File: src/rtl/hmon_pkg.sv
package hmon_pkg;
  localparam int AW   = 4;
  localparam int DW   = 8;
  localparam int NSRC = 7;
  localparam int NREG = 7;

  localparam logic [AW-1:0] A_STAT = 4'h0;
  localparam logic [AW-1:0] A_IMG  = 4'h1;
  localparam logic [AW-1:0] A_DIS  = 4'h2;
  localparam logic [AW-1:0] A_IEN  = 4'h3;
  localparam logic [AW-1:0] A_CTRL = 4'h4;
  localparam logic [AW-1:0] A_OUT1 = 4'h5;
  localparam logic [AW-1:0] A_OUT2 = 4'h6;

  typedef struct packed {
    logic fan_tgl;
    logic pb_en;
    logic slow;
    logic iso2_en;
    logic wdt_en;
  } ctrl_t;
endpackage

File: src/rtl/hmon_bus_if.sv
module hmon_bus_if #(
  parameter int AW   = 4,
  parameter int NREG = 7
) (
  input  logic            clk,
  input  logic            rst,
  input  logic            rd,
  input  logic            wr,
  input  logic [AW-1:0]   addr,
  output logic            rd_p,
  output logic            wr_p,
  output logic [NREG-1:0] sel
);
  logic rd_q, wr_q;

  always_ff @(posedge clk) begin
    if (rst) begin
      rd_q <= 1'b0;
      wr_q <= 1'b0;
    end else begin
      rd_q <= rd;
      wr_q <= wr;
    end
  end

  assign rd_p = rd & ~rd_q;
  assign wr_p = wr & ~wr_q;

  for (genvar k = 0; k < NREG; k++) begin : g_dec
    assign sel[k] = (addr == AW'(k));
  end

  // a held strobe yields a single action
  a_r11_single_read_pulse: assert property (@(posedge clk) disable iff (rst)
    rd_p |=> !rd_p);
  a_r11_single_write_pulse: assert property (@(posedge clk) disable iff (rst)
    wr_p |=> !wr_p);
endmodule

File: src/rtl/hmon_irq_ctrl.sv
module hmon_irq_ctrl #(
  parameter int DW   = 8,
  parameter int NSRC = 7
) (
  input  logic            clk,
  input  logic            rst,
  input  logic            rd_p,
  input  logic            wr_p,
  input  logic            sel_stat,
  input  logic            sel_dis,
  input  logic            sel_ien,
  input  logic            sel_ctrl,
  input  logic [DW-1:0]   wdata,
  input  logic [NSRC-1:0] src,
  output logic            ie,
  output logic [NSRC-1:0] ien,
  output logic            any_pend,
  output logic            irq
);
  logic [NSRC-1:0] pend, pend_nxt;
  logic            ie_nxt, clr;

  // flags are only consumed by a status read that saw them reported
  assign clr = rd_p & sel_stat & ie;

  always_comb begin
    ie_nxt = ie;
    if (wr_p && (sel_ien || sel_ctrl)) ie_nxt = wdata[DW-1];
    if (rd_p && sel_stat)              ie_nxt = 1'b1;
    if (rd_p && sel_dis)               ie_nxt = 1'b0;
  end

  assign pend_nxt = (clr ? '0 : pend) | (src & ien);

  always_ff @(posedge clk) begin
    if (rst) begin
      ie   <= 1'b0;
      ien  <= '0;
      pend <= '0;
      irq  <= 1'b0;
    end else begin
      ie   <= ie_nxt;
      pend <= pend_nxt;
      irq  <= ie_nxt & (|pend_nxt);
      if (wr_p && sel_ien) ien <= wdata[NSRC-1:0];
    end
  end

  assign any_pend = |pend;

  a_r4_status_read_enables: assert property (@(posedge clk) disable iff (rst)
    (rd_p && sel_stat) |=> ie);
  a_r5_disable_read_masks: assert property (@(posedge clk) disable iff (rst)
    (rd_p && sel_dis) |=> (!ie && !irq));
  a_r6_pending_sticky: assert property (@(posedge clk) disable iff (rst)
    !clr |=> ((pend & $past(pend)) == $past(pend)));
  a_r6_enabled_source_latches: assert property (@(posedge clk) disable iff (rst)
    (|(src & ien)) |=> any_pend);
endmodule

File: src/rtl/hmon_reset_out.sv
module hmon_reset_out (
  input  logic       clk,
  input  logic       rst,
  input  logic       rd_p,
  input  logic       wr_p,
  input  logic       sel_ctrl,
  input  logic       sel_out1,
  input  logic       sel_out2,
  input  logic [6:0] wbits,
  input  logic       wdt_expired,
  input  logic       pb_n,
  input  logic       iso_in2,
  output hmon_pkg::ctrl_t ctrl,
  output logic       out1,
  output logic       out2,
  output logic       rst_req
);
  always_ff @(posedge clk) begin
    if (rst) begin
      ctrl <= '0;
      out1 <= 1'b0;
      out2 <= 1'b0;
    end else begin
      if (wr_p && sel_ctrl) begin
        ctrl.wdt_en  <= wbits[0];
        ctrl.iso2_en <= wbits[3];
        ctrl.slow    <= wbits[4];
        ctrl.pb_en   <= wbits[5];
        ctrl.fan_tgl <= wbits[6];
      end
      if (wr_p && sel_ctrl)      out1 <= wbits[1];
      else if (wr_p && sel_out1) out1 <= 1'b1;
      else if (rd_p && sel_out1) out1 <= 1'b0;
      if (wr_p && sel_ctrl)      out2 <= wbits[2];
      else if (wr_p && sel_out2) out2 <= 1'b1;
      else if (rd_p && sel_out2) out2 <= 1'b0;
    end
  end

  always_ff @(posedge clk) begin
    if (rst) rst_req <= 1'b0;
    else     rst_req <= wdt_expired | (ctrl.pb_en & ~pb_n) | (ctrl.iso2_en & iso_in2);
  end

  a_r10_out1_write_sets: assert property (@(posedge clk) disable iff (rst)
    (wr_p && sel_out1) |=> out1);
  a_r10_out2_read_clears: assert property (@(posedge clk) disable iff (rst)
    (rd_p && sel_out2 && !wr_p) |=> !out2);
  a_r9_pushbutton_resets: assert property (@(posedge clk) disable iff (rst)
    (ctrl.pb_en && !pb_n) |=> rst_req);
  a_r9_watchdog_resets: assert property (@(posedge clk) disable iff (rst)
    wdt_expired |=> rst_req);
endmodule

File: src/rtl/hmon_regs.sv
module hmon_regs #(
  parameter int AW   = hmon_pkg::AW,
  parameter int DW   = hmon_pkg::DW,
  parameter int NSRC = hmon_pkg::NSRC
) (
  input  logic          clk,
  input  logic          rst,
  input  logic [AW-1:0] addr,
  input  logic          rd,
  input  logic          wr,
  input  logic [DW-1:0] wdata,
  input  logic          wdt_expired,
  input  logic          wdt_warn,
  input  logic          temp_over,
  input  logic          ov5,
  input  logic          uv5,
  input  logic          flt12p,
  input  logic          flt12n,
  input  logic          fan_limit,
  input  logic          fan_ok,
  input  logic          iso_in1,
  input  logic          iso_in2,
  input  logic          pb_n,
  output logic [DW-1:0] rdata,
  output logic          irq,
  output logic          rst_req,
  output logic          out1,
  output logic          out2,
  output logic          wdt_en,
  output logic          tmr_slow,
  output logic          fan_tgl
);
  import hmon_pkg::*;

  logic            rd_p, wr_p, ie, any_pend;
  logic [NREG-1:0] sel;
  logic [NSRC-1:0] ien, src;
  ctrl_t           ctrl;
  logic [DW-1:0]   stat_b, rd_mux;

  hmon_bus_if #(.AW(AW), .NREG(NREG)) u_bus (
    .clk(clk), .rst(rst), .rd(rd), .wr(wr), .addr(addr),
    .rd_p(rd_p), .wr_p(wr_p), .sel(sel)
  );

  assign src = {fan_limit, flt12n, flt12p, uv5, ov5, temp_over, wdt_expired};

  hmon_irq_ctrl #(.DW(DW), .NSRC(NSRC)) u_irq (
    .clk(clk), .rst(rst), .rd_p(rd_p), .wr_p(wr_p),
    .sel_stat(sel[A_STAT]), .sel_dis(sel[A_DIS]),
    .sel_ien(sel[A_IEN]), .sel_ctrl(sel[A_CTRL]),
    .wdata(wdata), .src(src),
    .ie(ie), .ien(ien), .any_pend(any_pend), .irq(irq)
  );

  hmon_reset_out u_rso (
    .clk(clk), .rst(rst), .rd_p(rd_p), .wr_p(wr_p),
    .sel_ctrl(sel[A_CTRL]), .sel_out1(sel[A_OUT1]), .sel_out2(sel[A_OUT2]),
    .wbits(wdata[6:0]), .wdt_expired(wdt_expired), .pb_n(pb_n), .iso_in2(iso_in2),
    .ctrl(ctrl), .out1(out1), .out2(out2), .rst_req(rst_req)
  );

  assign wdt_en   = ctrl.wdt_en;
  assign tmr_slow = ctrl.slow;
  assign fan_tgl  = ctrl.fan_tgl;

  assign stat_b = {ie & any_pend, ~uv5, ~ov5, fan_ok, iso_in1, iso_in2, temp_over, ~wdt_warn};

  always_comb begin
    rd_mux = '0;
    case (addr)
      A_STAT, A_IMG, A_DIS: rd_mux = stat_b;
      A_IEN:  rd_mux = {ie, ien};
      A_CTRL: rd_mux = {ie, ctrl.fan_tgl, ctrl.pb_en, ctrl.slow, ctrl.iso2_en,
                        out2, out1, ctrl.wdt_en};
      default: rd_mux = '0;
    endcase
  end

  always_ff @(posedge clk) begin
    if (rst)       rdata <= '0;
    else if (rd_p) rdata <= rd_mux;
  end

  // read data only changes on a fresh read strobe
  a_r11_rdata_held: assert property (@(posedge clk) disable iff (rst)
    !rd_p |=> $stable(rdata));
endmodule

File: config.mk
export PLATFORM = sky130hd
export DESIGN_NAME = hmon_regs
export DESIGN_NICKNAME = d
export VERILOG_FILES = /design/src/rtl/hmon_pkg.sv /design/src/rtl/hmon_bus_if.sv /design/src/rtl/hmon_irq_ctrl.sv /design/src/rtl/hmon_reset_out.sv /design/src/rtl/hmon_regs.sv
export SDC_FILE = /design/constraint.sdc
export NUM_CORES = 1
export LEC_CHECK = 0
export BUFFER_PORTS_ARGS = -buffer_cell sky130_fd_sc_hd__buf_2
export CELL_PAD_IN_SITES_DETAIL_PLACEMENT = 1
export CELL_PAD_IN_SITES_GLOBAL_PLACEMENT = 2
export CORE_AREA = 2 2 73 75
export CTS_CLUSTER_DIAMETER = 60
export DETAILED_ROUTE_END_ITERATION = 10
export DIE_AREA = 0 0 75 77
export PLACE_DENSITY = 0.92
export SYNTH_ARGS = -nofsm -noshare
export SYNTH_HDL_FRONTEND = slang
export SYNTH_SLANG_ARGS = --single-unit
File: constraint.sdc
create_clock -name clk -period 4.45 [get_ports clk]
set_input_delay 0.89 -clock clk [delete_from_list [all_inputs] [get_ports clk]]
set_output_delay 0.89 -clock clk [all_outputs]
set_load 0.005 [all_outputs]
==> reports/metrics.cfg <==
[pwr]
cellPowerDensity_nw_per_um2=326
p_int_uw=456
p_leak_nw=0.727
seqPwrFrac=0.518
combPwrFrac=0.096
pwr-share-clk=0.386
p_switching_uw=146
ir_drop_mv=0.180
switching_share=0.243

[worst_setup_path]
end_kind=flip-flop
worstSetupPathType=input pin to flip-flop
arrival_ns=2.47
worstReg2RegEnd=u_irq.ien[4]$_SDFFE_PP0P_
reg2reg_slack_ns=2.76
crit_path_max_fanout=10
required_ns=4.60
worst_r2r_path_depth=4
crit_path_start_kind=input pin
r2r-start=u_bus.wr_q$_SDFF_PP0_

[hold_path]
hold_class=flip-flop to flip-flop
min_path_cells=2
worstHoldStart=rdata[1]$_SDFFE_PP0P_
hold-path-endpoint=rdata[1]$_SDFFE_PP0P_

[timing]
post-route-period-util=0.523
setup_viol=0
worst_pin_slew_ns=0.656
rsz0062_at_grt=false
min_period_ns=2.33
finClkSkew_ns=0.00328
hold_viol=0
timing.final.ws_setup_ns=2.12
setup_tns_ns=0
relSlewSlack=0.561
fmax_mhz=430
final_max_slew_viol_count=0

[logic_synthesis]
synth.top_cell.area_share=0.458
ys_ff_latch=34
seq_area_frac_synth=0.458
postSynthCellCount=173
synth_area_leaders=dfxtp_1 46%, nand2_1 7.6%, mux2i_1 4.7%
yosysWarnings=0
ys.flop_type=dfxtp_1
yosysUniqueCellTypes=34
async_reset_ff_frac=0
yosys-top-cells-count=34 x dfxtp_1, 30 x nand2_1, 14 x nor2_1
synth_area_um2=1490
synth.largest_area_cell=dfxtp_1
syn_nets=201
avgSynthCellArea_um2=8.58
synth_edf_count=0
synth_most_common_cell=dfxtp_1

[layout]
nFillCells=628
register_area_um2=681
area_growth_pct=24.6
nNetsFinal=243
multiInputGateArea_um2=762
diodes=0
drive_gt1_frac=0.250
instances_no_fill=286

[detailed_routing]
totalWireLength_mm=4.17
num_vias=1413
final_antenna_net_count=0
routed_via_density=4.94
drtIter0Drc=63
firstDrtPassIters=4
wire_per_inst_um=14.6
post-route-drc-count=0

[clock_tree]
cts_hold_buffers=0
cts_root_buffer=clkbuf_8
cts_tree=built
clkTransAtPathRegs_ns=0.07
cts_resized=0
clock_latency_ns=0.28
cts_max_level=2
clock-sinks=34
postCtsSetupBuffers=0
numCtsBuffers=5
cts_max_path_buffers=2

[grt]
antenna_found_initial=0
grt_pass1_vias=1454
track_usage=0.157
grt_max_degree=29
grt_overflow=0
grt_pass1_wl_mm=7.00

[floorplanning]
die_area_um2=5780
initial_utilization=0.298
placementRows=26
die_height_um=77
ios=43
core_area_um2=4980
die_w_um=75

[placed_design]
gp_congestion=0.778
port_buffers=42
pre_cts_ws_ns=1.84
dp.cells=278
hpwlAfterDp_mm=3.16

[run]
maxCapViolCount=0

[run_status]
status=finished, final reports clean

how the worst max path moves through the flow:
| stage | from | endpoint | depth (start not counted) |
|---|---|---|---|
| global placement | addr[3] | u_irq.irq$_SDFF_PP0_ | 5 |
| detailed placement | addr[3] | u_irq.irq$_SDFF_PP0_ | 5 |
| global route | addr[3] | u_irq.irq$_SDFF_PP0_ | 5 |
| CTS | addr[3] | u_irq.irq$_SDFF_PP0_ | 5 |
| finish | addr[3] | u_irq.irq$_SDFF_PP0_ | 5 |
| floorplan | addr[1] | u_irq.irq$_SDFF_PP0_ | 4 |
logic make-up after synthesis:
family                 share of synthesized area
and+or+nand+nor                            0.248
AOI/OAI and AO/OA                          0.188
DFF                                        0.458
muxes                                     0.0775
buffers and inverters                     0.0286
power by group through the flow:
stage | logic (mW) | clock network [mW] | registers, mW
final | 0.0580 | 0.233 | 0.312
after global routing | 0.0645 | 0.252 | 0.312
after CTS | 0.0586 | 0.239 | 0.312
after detailed placement | 0.0584 | 0 | 0.319
after global placement | 0.0572 | 0 | 0.319
after floorplan | 0.0312 | 0 | 0.318
sequential cells by signal, summed over array words and instances (netlist names), 5 cells and up:
| signal | count |
|---|---|
| rdata | 8 |
| u_rso.ctrl | 5 |
| u_irq.pend | 7 |
| u_irq.ien | 7 |
cells in the final DEF (no fill, tap or decap), types with 2 or more instances in the layout:
cell type and count:
a211oi_1 3, nand2_1 30, clkbuf_8 6, dfxtp_1 34
nand2b_1 2, o21ai_0 4, mux2_1 4, nor3_1 2
nor2b_1 4, buf_2 42, nor2_1 14, nand4_1 2
mux2i_1 7, a21oi_1 12, inv_1 3, o21ai_1 8
nand3_1 12, a22oi_1 8
critical path, stage by stage:
cell and delay (ns):
buf_2 0.15, nor2_1 0.53, nand4_1 0.43, a211oi_1 0.39, a2111oi_2 0.07
cell type report:
type                            instances  share of cell area
Tap cell                               70              0.0473
Inverter                                3             0.00609
Clock inverter                          1             0.00270
Clock buffer                            7              0.0467
Timing Repair Buffer                   43               0.118
Sequential cell                        34               0.368
Multi-Input combinational cell        128               0.412
layer usage:
layer,share of wire,global-route usage,vias up
met1,0.48,0.225,675
met3,0.031,0.0315,7
met4,0.011,0.0518,0
met5,0,0,-
li1,-,-,703
met2,0.48,0.232,28
metrics by stage:
step                utilization  hold WS (ns)  power [mW]  cell area (µm²)
floorplan                     -         0.436       0.349             1490
global placement          0.353         0.437       0.376             1760
detailed placement        0.353         0.440       0.377             1760
CTS                       0.372         0.450       0.609             1850
global route              0.372         0.471       0.629             1850
finish                    0.372         0.446       0.603             1850
Note: power is estimated with default switching activity, not from simulation.
